<file path="src/rtl/elem_sat_pkg.sv">
package elem_sat_pkg;

  // number of destination widths, each half the previous one
  localparam int NUM_LANES = 4;

  typedef enum logic [1:0] {
    EW_64 = 2'd0,
    EW_32 = 2'd1,
    EW_16 = 2'd2,
    EW_8  = 2'd3
  } elemWidthT;

  // strobes from the control to the datapath
  typedef struct packed {
    logic [NUM_LANES-1:0] laneSel;     // one-hot lane select
    logic                 signedMode;  // signed clamp range
    logic                 reportOv;    // allow saturation onto the condition bit
    logic                 raiseIll;    // illegal flag combination
  } satStrobesT;

endpackage

</file>
<file path="src/rtl/elem_sat_ctrl.sv">
module elem_sat_ctrl
  import elem_sat_pkg::*;
(
  input  logic [1:0]  elemWidth,
  input  logic        signedSat,
  input  logic        oeFlag,
  input  logic        rcFlag,
  output satStrobesT  strobes
);

  logic [NUM_LANES-1:0] laneDec;

  // lane k has width DATA_W >> k, so the width code indexes the lane directly
  always_comb begin
    laneDec = '0;
    for (int k = 0; k < NUM_LANES; k++) begin
      if (elemWidth == 2'(k)) laneDec[k] = 1'b1;
    end
  end

  always_comb begin
    strobes.laneSel    = laneDec;
    strobes.signedMode = signedSat;
    // overflow enable conflicts with the saturation report: no report then
    strobes.reportOv   = rcFlag & ~oeFlag;
    strobes.raiseIll   = oeFlag;
  end

endmodule

</file>
<file path="src/rtl/elem_sat_lane.sv">
module elem_sat_lane #(
  parameter int DATA_W = 64,
  parameter int RES_W  = 66,
  parameter int LANE_W = 64
) (
  input  logic [RES_W-1:0]  wideRes,
  input  logic              signedMode,
  output logic [DATA_W-1:0] laneVal,
  output logic              laneHit
);

  localparam int TOP_W = RES_W - LANE_W + 1;

  logic [TOP_W-1:0]  topBits;
  logic              sOver;
  logic              wideNeg;
  logic              uOver;
  logic [DATA_W-1:0] lowZero;
  logic [DATA_W-1:0] lowSign;
  logic [DATA_W-1:0] sMax;
  logic [DATA_W-1:0] sMin;
  logic [DATA_W-1:0] uMax;

  // signed: every bit from the lane sign bit upward must agree
  assign topBits = wideRes[RES_W-1:LANE_W-1];
  assign sOver   = ~((&topBits) | ~(|topBits));

  // unsigned: negative input, or any set bit between the lane and the sign
  assign wideNeg = wideRes[RES_W-1];
  assign uOver   = ~wideNeg & (|wideRes[RES_W-2:LANE_W]);

  assign lowZero = DATA_W'(wideRes[LANE_W-1:0]);
  assign lowSign = lowZero | ({DATA_W{wideRes[LANE_W-1]}} << LANE_W);

  assign sMax = {DATA_W{1'b1}} >> (DATA_W - LANE_W + 1);
  assign sMin = ~sMax;
  assign uMax = {DATA_W{1'b1}} >> (DATA_W - LANE_W);

  always_comb begin
    if (signedMode) begin
      if (sOver) laneVal = wideNeg ? sMin : sMax;
      else       laneVal = lowSign;
      laneHit = sOver;
    end else begin
      if (wideNeg)    laneVal = '0;
      else if (uOver) laneVal = uMax;
      else            laneVal = lowZero;
      laneHit = wideNeg | uOver;
    end
  end

endmodule

</file>
<file path="src/rtl/elem_sat_datapath.sv">
module elem_sat_datapath
  import elem_sat_pkg::*;
#(
  parameter int DATA_W = 64,
  parameter int HEAD_W = 2,
  localparam int RES_W = DATA_W + HEAD_W
) (
  input  logic [RES_W-1:0]  wideRes,
  input  satStrobesT        strobes,
  output logic [DATA_W-1:0] elemOut,
  output logic              ovBit
);

  logic [DATA_W-1:0] laneVal [NUM_LANES];
  logic [NUM_LANES-1:0] laneHit;
  logic [DATA_W-1:0] muxVal;
  logic              muxHit;

  for (genvar k = 0; k < NUM_LANES; k++) begin : g_lane
    elem_sat_lane #(
      .DATA_W (DATA_W),
      .RES_W  (RES_W),
      .LANE_W (DATA_W >> k)
    ) u_lane (
      .wideRes    (wideRes),
      .signedMode (strobes.signedMode),
      .laneVal    (laneVal[k]),
      .laneHit    (laneHit[k])
    );
  end

  // one-hot AND-OR mux across the lanes
  always_comb begin
    muxVal = '0;
    muxHit = 1'b0;
    for (int k = 0; k < NUM_LANES; k++) begin
      muxVal = muxVal | (laneVal[k] & {DATA_W{strobes.laneSel[k]}});
      muxHit = muxHit | (laneHit[k] & strobes.laneSel[k]);
    end
  end

  assign elemOut = muxVal;
  assign ovBit   = muxHit & strobes.reportOv;

endmodule

</file>
<file path="src/rtl/elem_sat_clamp.sv">
module elem_sat_clamp
  import elem_sat_pkg::*;
#(
  parameter int DATA_W = 64,
  parameter int HEAD_W = 2,
  localparam int RES_W = DATA_W + HEAD_W
) (
  input  logic [RES_W-1:0]  wideRes,
  input  logic [1:0]        elemWidth,
  input  logic              signedSat,
  input  logic              oeFlag,
  input  logic              rcFlag,
  output logic [DATA_W-1:0] elemOut,
  output logic              ovBit,
  output logic              illegalStb
);

  satStrobesT strobes;

  elem_sat_ctrl u_ctrl (
    .elemWidth (elemWidth),
    .signedSat (signedSat),
    .oeFlag    (oeFlag),
    .rcFlag    (rcFlag),
    .strobes   (strobes)
  );

  elem_sat_datapath #(
    .DATA_W (DATA_W),
    .HEAD_W (HEAD_W)
  ) u_dp (
    .wideRes (wideRes),
    .strobes (strobes),
    .elemOut (elemOut),
    .ovBit   (ovBit)
  );

  assign illegalStb = strobes.raiseIll;

endmodule

</file>
<file path="config.mk">
export PLATFORM = sky130hd
export DESIGN_NAME = elem_sat_clamp
export DESIGN_NICKNAME = d
export VERILOG_FILES = /design/src/rtl/elem_sat_pkg.sv /design/src/rtl/elem_sat_ctrl.sv /design/src/rtl/elem_sat_lane.sv /design/src/rtl/elem_sat_datapath.sv /design/src/rtl/elem_sat_clamp.sv
export SDC_FILE = /design/constraint.sdc
export NUM_CORES = 1
export LEC_CHECK = 0
export BUFFER_PORTS_ARGS = -buffer_cell sky130_fd_sc_hd__buf_2
export CAP_MARGIN = 10
export CORE_ASPECT_RATIO = 2
export CORE_MARGIN = 1
export CORE_UTILIZATION = 40
export DETAILED_ROUTE_END_ITERATION = 6
export PLACE_DENSITY = 0.9
export SLEW_MARGIN = 10
export SYNTH_ARGS = -nofsm -noshare
export SYNTH_HDL_FRONTEND = slang
export SYNTH_SLANG_ARGS = --single-unit
</file>
<file path="constraint.sdc">
create_clock -name vclk -period 2.5
set_input_delay 0.5 -clock vclk [all_inputs]
set_output_delay 0.5 -clock vclk [all_outputs]
set_load 0.03 [all_outputs]
</file>
==> impl_metrics.py <==
metrics = {
    "worst_setup_path": {
        "cp.required_ns": 2.00,
        "startpoint": "wideRes[47]",
        "cp-start-kind": "input port",
        "crit_end": "ovBit",
        "path_max_fanout": 5,
        "worst-setup-path-type": "in -> out",
        "crit_path_end_kind": "primary output",
        "arrival_ns": 2.75,
    },
    "placement": {
        "dp_hpwl_um": 7490,
        "place_area_um2": 3520,
        "place.gp.congestion": 1.02,
        "portBuffers": 137,
        "post-place-ws_ns": -0.822,
        "place_inst": 609,
    },
    "synthesis": {
        "yosys.area.top_type": "o21ai_0",
        "synthCells": 360,
        "synth_cell_types": 45,
        "synth.top_cell.area_share": 0.158,
        "synth_most_common_cell": "nand2_1",
        "syn_nets": 431,
        "avgSynthCellArea_um2": 5.53,
        "syn-cell-area_um2": 1990,
        "ys_top_cells_by_area": "o21ai_0, nand2_1, o211ai_1, a21oi_1, nor2_1",
        "ys_warn_count": 0,
        "ys_top_cells_by_count": "nand2_1, o21ai_0, nor2_1, a21oi_1",
        "synth_seq_area_share": 0,
    },
    "routing": {
        "drc": 0,
        "routed_wl_um": 14200,
        "vias": 4437,
        "via_per_inst": 7.13,
        "antenna_left": 0,
        "wl_per_cell_um": 22.9,
        "drt_pre_antenna_iters": 7,
        "first_iter_violations": 372,
    },
    "power": {
        "peakVddDrop_v": 0.000264,
        "p_per_area_nw_per_um2": 234,
        "p_leak_nw": 1.93,
    },
    "global_route": {
        "grt_pass1_wl_um": 18900,
        "grt_pass1_vias": 4037,
        "antenna_found_initial": 0,
        "grt_overflow": 0,
        "grt_max_degree": 35,
        "track_usage": 0.465,
    },
    "die": {
        "die_y_um": 102,
        "die-area_um2": 5280,
        "ioPinCount": 137,
        "start_util": 0.413,
        "coreArea_um2": 4820,
        "rows": 36,
        "chipWidth_um": 51.9,
    },
    "cells_and_area": {
        "antenna_cells": 0,
        "drive_above_1_share": 0.565,
        "seq_area_um2": 0,
        "seq_cells": 0,
        "area_delta_synth_final_pct": 115,
        "multi_input_area_um2": 2410,
        "clock_buffers": 0,
        "final_cell_count_no_fill": 622,
        "nNetsFinal": 638,
        "design_area_um2": 4280,
        "postLayoutCoreUtil": 0.887,
        "fillerInstances": 229,
    },
    "cts": {
        "cts_hold_buf": 0,
    },
    "hold_path": {
        "hold_path_class": "in -> out",
    },
    "outcome": {
        "status": "finished, violations left",
        "failed_checks": "negative setup slack",
    },
    "sta": {
        "drv_slew": 0,
        "fin_tns_setup_ns": -21.16,
        "setup_viol": 34,
        "fmax_mhz": 308,
        "hold_viol_final": 0,
        "rsz0062_at_grt": "true",
        "worstMarginPinSlew_ns": 0.582,
        "period_share": 1.30,
        "finalCriticalPeriod_ns": 3.25,
        "layout_setup_ws_ns": -0.751,
        "relSlewSlack": 0.612,
    },
    "job": {
        "max_cap_viol_count": 0,
    },
}
-- per-stage QoR --
stage / hold slack [ns] / power, mW
floorplan: 1.13 / 0.489
global placement: 1.26 / 0.804
detailed placement: 1.26 / 0.824
CTS: 1.26 / 0.912
global route: 1.27 / 1.04
finish: 1.26 / 0.999
-- critical path: stages --
cell and delay (ns):
buf_6 0.09, or4_4 0.56, buf_4 0.17, nor4_4 0.16
nand4_1 0.16, buf_6 0.19, buf_6 0.12, a211oi_2 0.20
nor4_1 0.09, nor2_1 0.26, a21oi_4 0.09, buf_6 0.15
-- kinds of logic (layout without fill, tap and decap cells) --
group,after synthesis,count (layout),share of synthesized area
AO/OA/AOI/OAI,149,149,0.491
AND/OR/NAND/NOR,175,175,0.433
buffers and inverters,36,241,0.0766
-- worst min path at each step --
stage	from	endpoint	slack, ns	cells past startpoint
finish	oeFlag	illegalStb	1.26	2
global route	oeFlag	illegalStb	1.27	2
detailed placement	oeFlag	illegalStb	1.26	2
CTS	oeFlag	illegalStb	1.26	2
floorplan	oeFlag	illegalStb	1.13	1
global placement	oeFlag	illegalStb	1.26	2
-- where the power goes --
part           switching, mW  internal [mW]
clock                      0              0
sequential                 0              0
combinational          0.620          0.379
-- what timing repair did --
action	4_1_cts	5_1_grt
pin swaps	18	19
buffers inserted	4	9
setup endpoints to repair	44	63
hold endpoints to repair	0	0
gates cloned	3	0
resized for setup	118	40
-- metal layers --
metal  track usage  part of all wire
met4         0.447              0.12
met3         0.101              0.10
met5             0                 0
met2         0.781              0.48
met1         0.442              0.29
-- area by class of cell --
class | count | share of cell area
multi-input cells | 324 | 0.564
repair buffers | 240 | 0.418
well taps | 57 | 0.0167
inverters | 1 | 0.000878
-- cell usage in the layout, fill, tap and decap left out, types with 3 or more instances in the layout --
master | netlist | layout
nand3_1 | 9 | 7
a22oi_1 | 5 | 5
nor2_2 | 0 | 4
nor3_4 | 1 | 3
nand2b_1 | 5 | 5
o21ai_4 | 0 | 5
o211ai_1 | 23 | 23
o2111ai_4 | 0 | 7
nor2_1 | 33 | 27
o21ai_2 | 0 | 16
a21oi_1 | 28 | 24
a21oi_2 | 1 | 3
nand2_1 | 67 | 66
o21ai_0 | 63 | 41
nor4_2 | 0 | 3
buf_6 | 1 | 23
o221ai_4 | 0 | 8
or4_4 | 1 | 3
nor3_1 | 10 | 7
buf_2 | 5 | 99
nor4_1 | 13 | 8
buf_4 | 1 | 106
and4_1 | 3 | 3
buf_12 | 0 | 9
nand4_1 | 19 | 19
No activity file was read; power rests on OpenSTA's default activity.
